[config.mk]
export PLATFORM = sky130hd
export DESIGN_NAME = dac_bsearch_cal
export DESIGN_NICKNAME = d
export VERILOG_FILES = /design/src/rtl/dac_cal_pkg.sv /design/src/rtl/dac_cal_cmp.sv /design/src/rtl/dac_cal_step.sv /design/src/rtl/dac_cal_acc.sv /design/src/rtl/dac_cal_dwell.sv /design/src/rtl/dac_bsearch_cal.sv
export SDC_FILE = /design/constraint.sdc
export NUM_CORES = 1
export LEC_CHECK = 0
export BUFFER_PORTS_ARGS = -buffer_cell sky130_fd_sc_hd__buf_4
export CORE_MARGIN = 4
export CORE_UTILIZATION = 59
export DETAILED_ROUTE_END_ITERATION = 12
export PLACE_DENSITY = 0.81
export RECOVER_POWER = 100
export SLEW_MARGIN = 40
export SYNTH_ARGS = -nofsm -noshare
export SYNTH_HDL_FRONTEND = slang
export SYNTH_SLANG_ARGS = --single-unit
export TNS_END_PERCENT = 100
[constraint.sdc]
create_clock -name clk_i -period 4.2 [get_ports clk_i]
set_input_delay 0.21 -clock clk_i [delete_from_list [all_inputs] [get_ports clk_i]]
set_output_delay 0.21 -clock clk_i [all_outputs]
set_load 0.05 [all_outputs]
[src/rtl/dac_cal_pkg.sv]
package dac_cal_pkg;
  typedef enum logic [1:0] {
    CMP_BELOW = 2'd0,
    CMP_EQUAL = 2'd1,
    CMP_ABOVE = 2'd2
  } cmp_e;
endpackage

[src/rtl/dac_cal_cmp.sv]
module dac_cal_cmp
  import dac_cal_pkg::*;
#(
  parameter int          CNT_W   = 16,
  parameter logic [15:0] NOMINAL = 16'h9680
) (
  input  logic [CNT_W-1:0] delta_i,
  output cmp_e             cmp_o
);
  localparam logic [CNT_W-1:0] NOM = CNT_W'(NOMINAL);

  // modular compare on truncated count; wrap ambiguity is outside pull range
  always_comb begin
    if (delta_i > NOM)      cmp_o = CMP_ABOVE;
    else if (delta_i < NOM) cmp_o = CMP_BELOW;
    else                    cmp_o = CMP_EQUAL;
  end
endmodule

[src/rtl/dac_cal_step.sv]
module dac_cal_step #(
  parameter int STEP_INIT = 128,
  parameter int STEP_MIN  = 4,
  parameter int STEP_W    = $clog2(STEP_INIT + 1)
) (
  input  logic              clk_i,
  input  logic              rst_ni,
  input  logic              adv_i,
  output logic [STEP_W-1:0] step_o,
  output logic              at_min_o
);
  localparam logic [STEP_W-1:0] S_INIT = STEP_W'(STEP_INIT);
  localparam logic [STEP_W-1:0] S_MIN  = STEP_W'(STEP_MIN);

  logic [STEP_W-1:0] step_q, half;

  always_comb begin
    half     = step_q >> 1;
    at_min_o = (step_q <= S_MIN);
  end

  always_ff @(posedge clk_i or negedge rst_ni) begin
    if (!rst_ni)                  step_q <= S_INIT;
    else if (adv_i && !at_min_o)  step_q <= (half < S_MIN) ? S_MIN : half;
  end

  assign step_o = step_q;
endmodule

[src/rtl/dac_cal_acc.sv]
module dac_cal_acc
  import dac_cal_pkg::*;
#(
  parameter int DAC_W   = 12,
  parameter int STEP_W  = 8,
  parameter bit FAST_DN = 1'b1
) (
  input  logic              clk_i,
  input  logic              rst_ni,
  input  logic              upd_i,
  input  cmp_e              cmp_i,
  input  logic [STEP_W-1:0] step_i,
  output logic [DAC_W-1:0]  dac_o,
  output logic              moved_o
);
  localparam logic [DAC_W-1:0] MID  = {1'b1, {(DAC_W-1){1'b0}}};
  localparam logic [DAC_W-1:0] MAXV = '1;

  logic [DAC_W-1:0] dac_q, dac_nxt, step_x;
  logic [DAC_W:0]   sum;
  logic             go_up, go_dn;

  always_comb begin
    step_x = {{(DAC_W-STEP_W){1'b0}}, step_i};
    if (FAST_DN) begin
      go_up = (cmp_i == CMP_BELOW);
      go_dn = (cmp_i == CMP_ABOVE);
    end else begin
      go_up = (cmp_i == CMP_ABOVE);
      go_dn = (cmp_i == CMP_BELOW);
    end
    sum     = {1'b0, dac_q} + {1'b0, step_x};
    dac_nxt = dac_q;
    if (go_up)      dac_nxt = sum[DAC_W] ? MAXV : sum[DAC_W-1:0];
    else if (go_dn) dac_nxt = (dac_q < step_x) ? '0 : dac_q - step_x;
    moved_o = upd_i && (dac_nxt != dac_q);
  end

  always_ff @(posedge clk_i or negedge rst_ni) begin
    if (!rst_ni)    dac_q <= MID;
    else if (upd_i) dac_q <= dac_nxt;
  end

  assign dac_o = dac_q;
endmodule

[src/rtl/dac_cal_dwell.sv]
module dac_cal_dwell #(
  parameter int DWELL = 256
) (
  input  logic clk_i,
  input  logic rst_ni,
  input  logic tick_i,
  input  logic clr_i,
  output logic hit_o
);
  localparam int CW = $clog2(DWELL + 1);
  localparam logic [CW-1:0] LAST = CW'(DWELL - 1);

  logic [CW-1:0] cnt_q;

  assign hit_o = tick_i && (cnt_q == LAST);

  always_ff @(posedge clk_i or negedge rst_ni) begin
    if (!rst_ni)                           cnt_q <= '0;
    else if (clr_i)                        cnt_q <= '0;
    else if (tick_i && cnt_q != CW'(DWELL)) cnt_q <= cnt_q + 1'b1;
  end
endmodule

[src/rtl/dac_bsearch_cal.sv]
module dac_bsearch_cal
  import dac_cal_pkg::*;
#(
  parameter int          DAC_W     = 12,
  parameter int          CNT_W     = 16,
  parameter logic [15:0] NOMINAL   = 16'h9680,
  parameter int          STEP_INIT = 128,
  parameter int          STEP_MIN  = 4,
  parameter int          DWELL     = 256,
  parameter bit          FAST_DN   = 1'b1,
  localparam int         STEP_W    = $clog2(STEP_INIT + 1)
) (
  input  logic              clk_i,
  input  logic              rst_ni,
  input  logic              meas_vld_i,
  input  logic [CNT_W-1:0]  delta_i,
  output logic [DAC_W-1:0]  dac_o,
  output logic              lock_o,
  output logic [STEP_W-1:0] step_o
);
  cmp_e cmp;
  logic accept, at_min, moved, hit, lock_q;

  assign accept = meas_vld_i && !lock_q;

  dac_cal_cmp #(.CNT_W(CNT_W), .NOMINAL(NOMINAL)) u_cmp (
    .delta_i (delta_i),
    .cmp_o   (cmp)
  );

  dac_cal_step #(.STEP_INIT(STEP_INIT), .STEP_MIN(STEP_MIN), .STEP_W(STEP_W)) u_step (
    .clk_i    (clk_i),
    .rst_ni   (rst_ni),
    .adv_i    (accept),
    .step_o   (step_o),
    .at_min_o (at_min)
  );

  dac_cal_acc #(.DAC_W(DAC_W), .STEP_W(STEP_W), .FAST_DN(FAST_DN)) u_acc (
    .clk_i   (clk_i),
    .rst_ni  (rst_ni),
    .upd_i   (accept),
    .cmp_i   (cmp),
    .step_i  (step_o),
    .dac_o   (dac_o),
    .moved_o (moved)
  );

  // dwell only counts quiet decisions at the floor step
  dac_cal_dwell #(.DWELL(DWELL)) u_dwell (
    .clk_i  (clk_i),
    .rst_ni (rst_ni),
    .tick_i (accept && at_min && !moved),
    .clr_i  (accept && (moved || !at_min)),
    .hit_o  (hit)
  );

  always_ff @(posedge clk_i or negedge rst_ni) begin
    if (!rst_ni)  lock_q <= 1'b0;
    else if (hit) lock_q <= 1'b1;
  end

  assign lock_o = lock_q;
endmodule

# After elaboration in Yosys (flattened, before gate mapping)

Cells that the tools add are included.

Register bits after elaboration: 30
Latch bits: 0
RAM bits: 0
ROM bits: 0
Input port bits: 19
Output and inout bits: 21
Logic and storage cells: 39
Memories: 0

Add/subtract/negate cells: 3
Multipliers: 0
Divide/modulo/power cells: 0
Order comparisons: 5
Eq/ne operators: 4
Shifts and indexed selects: 0
Mux-type cells: 9
Bitwise gates (word level): 0
Reductions and logical operators: 14

Operators with widths:

| kind                                                                             | number |
|---|---|
| 12-bit two-way mux                                                               | 4 |
| 9-bit two-way mux                                                                | 2 |
| 16-bit > comparator, second input constant                                       | 1 |
| 16-bit less-than comparator, second input constant                               | 1 |
| 12-bit by 8-bit adder with 13-bit output                                         | 1 |
| 12-bit by 8-bit less-than comparator with 1-bit output                           | 1 |
| 12-bit != test                                                                   | 1 |
| 12-bit by 8-bit subtractor with 12-bit output                                    | 1 |
| 9-bit by 1-bit adder with 9-bit output, second input constant                    | 1 |
| 9-bit by 8-bit equality test with 1-bit output, second input constant            | 1 |
| 9-bit != test, second input constant                                             | 1 |
| 8-bit by 3-bit less-or-equal comparator with 1-bit output, second input constant | 1 |
| 1-bit logical AND                                                                | 8 |
| 7-bit by 3-bit less-than comparator with 1-bit output, second input constant     | 1 |
| 7-bit two-way mux                                                                | 1 |
| 1-bit zero test                                                                  | 3 |
| 2-bit equality test, second input constant                                       | 1 |
| 2-bit zero test                                                                  | 1 |
| 2-bit two-way mux                                                                | 1 |
| 2-bit nonzero test                                                               | 1 |
| 1-bit logical OR                                                                 | 1 |
| 1-bit two-way mux                                                                | 1 |

# Longest topological paths before layout

Word-level depth: 13
Gate-level depth with buffers: 15
Gate-level depth less buffers: 13

# By module

From an unflattened synthesis, not the netlist that was laid out.

Cells, all modules: 348
Area, all modules: 2902.8 um^2

By module, submodules not included:

| module          | instances | cells each | area each (um^2) |
|---|---|---|---|
| dac_cal_acc     | 1         | 251        | 1866.8 |
| dac_cal_dwell   | 1         | 54         | 543.0 |
| dac_cal_step    | 1         | 25         | 342.8 |
| dac_cal_cmp     | 1         | 12         | 83.8 |
| dac_bsearch_cal | 1         | 6          | 66.3 |

# Worst setup path after synthesis

OpenSTA, ideal clock, no wires.

Path kind: flip-flop to flip-flop
Start point: register u_acc.dac_q[0] (netlist: u_acc.dac_o[0])
End point: register lock_q (netlist: lock_o)
Arrival time: 3.656 ns
Required time: 4.132 ns
Path slack: 0.476 ns
Cell stages (with the launch flop): 15
Buffers on the path: 1
Clock period less this slack: 3.724 ns
Path through: dfrtp_1 clkbuf_1 inv_1 ha_1 fa_1 nand2b_1 a21oi_1 a21oi_1 or4_1 a22oi_1 nand2b_1 nand3_1 nor4_1 and3_1 a31o_1

Longest elaborated chain between the ends: 9

Ends and longest elaborated chain:

| item                                                                                                                    | line                  | text |
|---|---|---|
| from (decl)                                                                                                             | dac_cal_acc.sv:19     | `logic [DAC_W-1:0] dac_q, dac_nxt, step_x;` |
| from (signal assigned)                                                                                                  | dac_cal_acc.sv:41     | `else if (upd_i) dac_q <= dac_nxt;` |
| 12-bit by 8-bit subtractor with 12-bit output or 12-bit by 8-bit less-than comparator with 1-bit output (tied branches) | dac_cal_acc.sv:35     | `else if (go_dn) dac_nxt = (dac_q < step_x) ? '0 : dac_q - step_x;` |
| 12-bit two-way mux (2 in a row)                                                                                         | dac_cal_acc.sv:35     |  |
| 12-bit two-way mux                                                                                                      | dac_cal_acc.sv:34     | `if (go_up) dac_nxt = sum[DAC_W] ? MAXV : sum[DAC_W-1:0];` |
| 12-bit != test *                                                                                                        | dac_cal_acc.sv:36     | `moved_o = upd_i && (dac_nxt != dac_q);` |
| 1-bit logical AND *                                                                                                     | dac_cal_acc.sv:36     |  |
| 1-bit zero test *                                                                                                       | dac_bsearch_cal.sv:53 | `.tick_i (accept && at_min && !moved),` |
| 1-bit logical AND *                                                                                                     | dac_bsearch_cal.sv:53 |  |
| 1-bit logical AND *                                                                                                     | dac_cal_dwell.sv:15   | `assign hit_o = tick_i && (cnt_q == LAST);` |
| to (signal assigned)                                                                                                    | dac_bsearch_cal.sv:59 | `if (!rst_ni) lock_q <= 1'b0;` |
| to (signal assigned)                                                                                                    | dac_bsearch_cal.sv:60 | `else if (hit) lock_q <= 1'b1;` |
| to (decl)                                                                                                               | dac_bsearch_cal.sv:22 | `logic accept, at_min, moved, hit, lock_q;` |

Every way passes the cells marked *; elsewhere a longest branch is shown, timed or not.
A chain may end at the register's enable or synchronous reset.

# Worst setup path after layout

Start point: register u_step.step_q[5] (netlist: u_step.step_o[5])
End point: register u_dwell.cnt_q[0]

Longest elaborated chain between the ends: 10

Ends and longest elaborated chain:

| item                                                                                                                    | line                  | text |
|---|---|---|
| from (decl)                                                                                                             | dac_cal_step.sv:15    | `logic [STEP_W-1:0] step_q, half;` |
| from (signal assigned)                                                                                                  | dac_cal_step.sv:24    | `else if (adv_i && !at_min_o) step_q <= (half < S_MIN) ? S_MIN : half;` |
| 12-bit by 8-bit subtractor with 12-bit output or 12-bit by 8-bit less-than comparator with 1-bit output (tied branches) | dac_cal_acc.sv:35     |  |
| 12-bit two-way mux (2 in a row)                                                                                         | dac_cal_acc.sv:35     |  |
| 12-bit two-way mux                                                                                                      | dac_cal_acc.sv:34     |  |
| 12-bit != test                                                                                                          | dac_cal_acc.sv:36     |  |
| 1-bit logical AND                                                                                                       | dac_cal_acc.sv:36     |  |
| 1-bit zero test                                                                                                         | dac_bsearch_cal.sv:53 |  |
| 1-bit logical AND                                                                                                       | dac_bsearch_cal.sv:53 |  |
| 1-bit logical AND                                                                                                       | dac_cal_dwell.sv:20   | `else if (tick_i && cnt_q != CW'(DWELL)) cnt_q <= cnt_q + 1'b1;` |
| 2-bit nonzero test (no source line)                                                                                     | n/a                   |  |
| to (signal assigned)                                                                                                    | dac_cal_dwell.sv:20   |  |
| to (decl)                                                                                                               | dac_cal_dwell.sv:13   | `logic [CW-1:0] cnt_q;` |

Several ways; a longest one is shown, not always the timed one.

==> flow_summary.json <==
{
  "status": "finished with violations",
  "failed_checks": "capacitance limit, slew limit",
  "io-pin-count": 40,
  "route.top_layer_used": "met4",
  "grt_overflow": 0,
  "hold_path.class": "input pin to register",
  "die_width_um": 80.74,
  "wl_per_cell_um": 17.73,
  "wl_met3_um": 811,
  "fin_crit_sh": 0.9201,
  "finalHoldViolCount": 0,
  "drv_slew": 31,
  "yosysMostFrequentCell": "nand2_1",
  "worstSetupPathType": "register to register",
  "cts.sinks": 30,
  "synth_cell_types": 70,
  "start_util": 0.6112,
  "worstSkewPairLatency_ps": 290,
  "yosysTopAreaCellShare": 0.2244,
  "dp_hpwl_um": 6872,
  "cts_tree": "done",
  "post-cts-setup-buffers": 0,
  "dp_cells": 511,
  "grt_first_pass_wirelength_um": 15160,
  "n_antenna_cell": 0,
  "required_ps": 4400,
  "routed_via_density": 6.474,
  "power_density_mw_per_mm2": 791.8,
  "seq_area_frac_synth": 0.2413,
  "htree_num_levels": 2,
  "ys.flop_type": "dfrtp_1",
  "start_kind": "register",
  "first_global_vias": 3138,
  "gp_congestion": 0.9649,
  "clock.fmax_mhz": 258.8,
  "yosys_warnings": 0,
  "post-route-cell-area_sq_mm": 0.003516,
  "pre_cts_ws_ps": 302.6,
  "synth_edf_count": 0,
  "critical_path_arrival_ps": 4060,
  "async_flop_share": 1.000,
  "cts_buffer_depth": 2,
  "worstSetupEndpointType": "register",
  "synth_area_leaders": "dfrtp_1 22%, ha_1 7.6%, o21ai_0 6.1%, a21oi_1 4.8%, nand2_1 4.7%",
  "die_y_um": 80.74,
  "area_growth_pct": 12.63,
  "peakVddDrop_v": 0.0005636,
  "grtUsageTotal": 0.2975,
  "vias": 3373,
  "wirelength_um": 9239,
  "synth-seq-cells": 30,
  "wl_met1_um": 4062,
  "synthCells": 413,
  "grt_setup_unrepaired": "false",
  "dieArea_sq_mm": 0.006519,
  "clkTransAtPathRegs_ps": 80,
  "avgSynthCellArea_sq_um": 7.559,
  "period_needed_ps": 3864,
  "cts-root-buf": "clkbuf_8",
  "syn_nets": 453,
  "core-area_sq_mm": 0.005107,
  "drt_iter0_drc": 392,
  "worst_clock_skew_ps": 6.951,
  "portBuffers": 39,
  "power_uw": 2784,
  "grt_max_degree": 31,
  "finalNonFillerCells": 521,
  "timing.final.ws_setup_ps": 335.8,
  "syn-cell-area_sq_mm": 0.003122,
  "place_area_sq_mm": 0.003493,
  "cp_max_fo": 8,
  "setup_tns_ps": 0,
  "wl_met2_um": 4090,
  "cap_violations": 1,
  "std_cell_rows": 26,
  "dr.pass1.iters": 5,
  "final_nets": 490,
  "p_leak_uw": 0.001480,
  "detail-route-antenna-nets": 0,
  "synthTopCellsByCount": "39 x nand2_1, 38 x o21ai_0, 37 x nor2_1",
  "tightest_slew_ps": 1781,
  "route.detailed.drc": 0,
  "cts_buffers": 5,
  "synth_top_area_cell": "dfrtp_1",
  "drive_above_1_share": 0.1197,
  "slew_headroom": -0.1871,
  "setup-violations-final": 0,
  "antenna_found_initial": 0
}
==> final timing paths <==
kind,from,to,slack (ps),cells past startpoint
worst max-delay path,u_step.step_o[5],u_dwell.cnt_q[0],340,13
worst min-delay path,meas_vld_i,lock_o,160,2
worst max register to register,u_step.step_o[5],u_dwell.cnt_q[0],340,13
worst min register to register,lock_o,lock_o,510,1
max in group asynchronous,rst_ni,u_step.step_o[3],2230,2
min in group asynchronous,rst_ni,u_step.step_o[5],920,2
==> placed cells by master (no fill, tap or decap), drive strengths merged, types with 5 or more instances in the layout <==
cell type,n
clkbuf,32
o31ai,5
nor2b,7
nor2,38
nand2,40
ha,19
xnor2,6
inv,20
a21oi,30
o211ai,9
or4,5
nor3,22
o21ai,45
dfrtp,28
xor2,5
nand2b,7
o21a,6
or2,5
buf,25
nor4,8
and3,6
nand3,10
a221oi,5
==> metal layers <==
layer	track usage	vias to the layer above
met5	0	-
met4	0.09291	0
met3	0.04989	25
met2	0.4818	180
met1	0.4073	1567
li1	-	1601
==> worst max-delay path, stage by stage (launching register included) <==
cell and delay [ps]:
dfrtp_1 420, inv_1 120, ha_1 480, inv_2 90, a21o_1 230, a221oi_2 480, nor2_1 130, clkbuf_1 210
o21ai_1 180, a221oi_1 110, or4_4 580, a2111oi_4 470, o211ai_1 160, o21ai_0 110
==> layout make-up <==
| type | instances | area, sq um |
|---|---|---|
| repair buffers | 52 | 299.0 |
| clock inverters | 2 | 12.51 |
| inverters | 20 | 75.07 |
| multi-input cells | 341 | 2206 |
| fillers | 467 | 1592 |
| flip-flops and latches | 30 | 753.2 |
| clock buffers | 6 | 82.58 |
| well taps | 70 | 87.58 |
==> where the power goes <==
| group | leakage [uW] | switching [uW] | internal [uW] |
|---|---|---|---|
| clock | 0.0000472 | 126 | 132 |
| sequential | 0.000383 | 157 | 365 |
| combinational | 0.00105 | 1300 | 702 |
| total | 0.00148 | 1590 | 1200 |
==> cell families (layout without fill, tap and decap cells) <==
logic type      count (synthesis)  count (layout)  share of synthesized area
compound gates                139             139                     0.2974
xor+xnor                       11              11                    0.03086
fa+ha+maj                      21              21                    0.08898
buf+inv                        42              80                    0.05330
flops                          30              30                     0.2413
mux                             3               3                    0.01162
simple gates                  167             167                     0.2766
==> repair_timing <==
item                                    in CTS  in global routing
endpoints found under the setup margin       0                  3
hold buffers                                 1                  0
hold endpoints to repair                    28                  0
resized for setup                            0                  1
==> sequential cells by signal (all words and copies together) (netlist names) <==
register,count
u_acc.dac_o,12
u_step.step_o,8
u_dwell.cnt_q,9
lock_o,1
==> per-stage QoR <==
| stage | hold WS [ps] | util |
|---|---|---|
| finish | 161.2 | 0.6884 |
| CTS | 169.0 | 0.7046 |
| floorplan | -85.59 | - |
| detailed placement | 174.0 | 0.6840 |
| global placement | 167.2 | 0.6840 |
| global route | 167.1 | 0.6884 |
No activity file was read; power rests on OpenSTA's default activity.
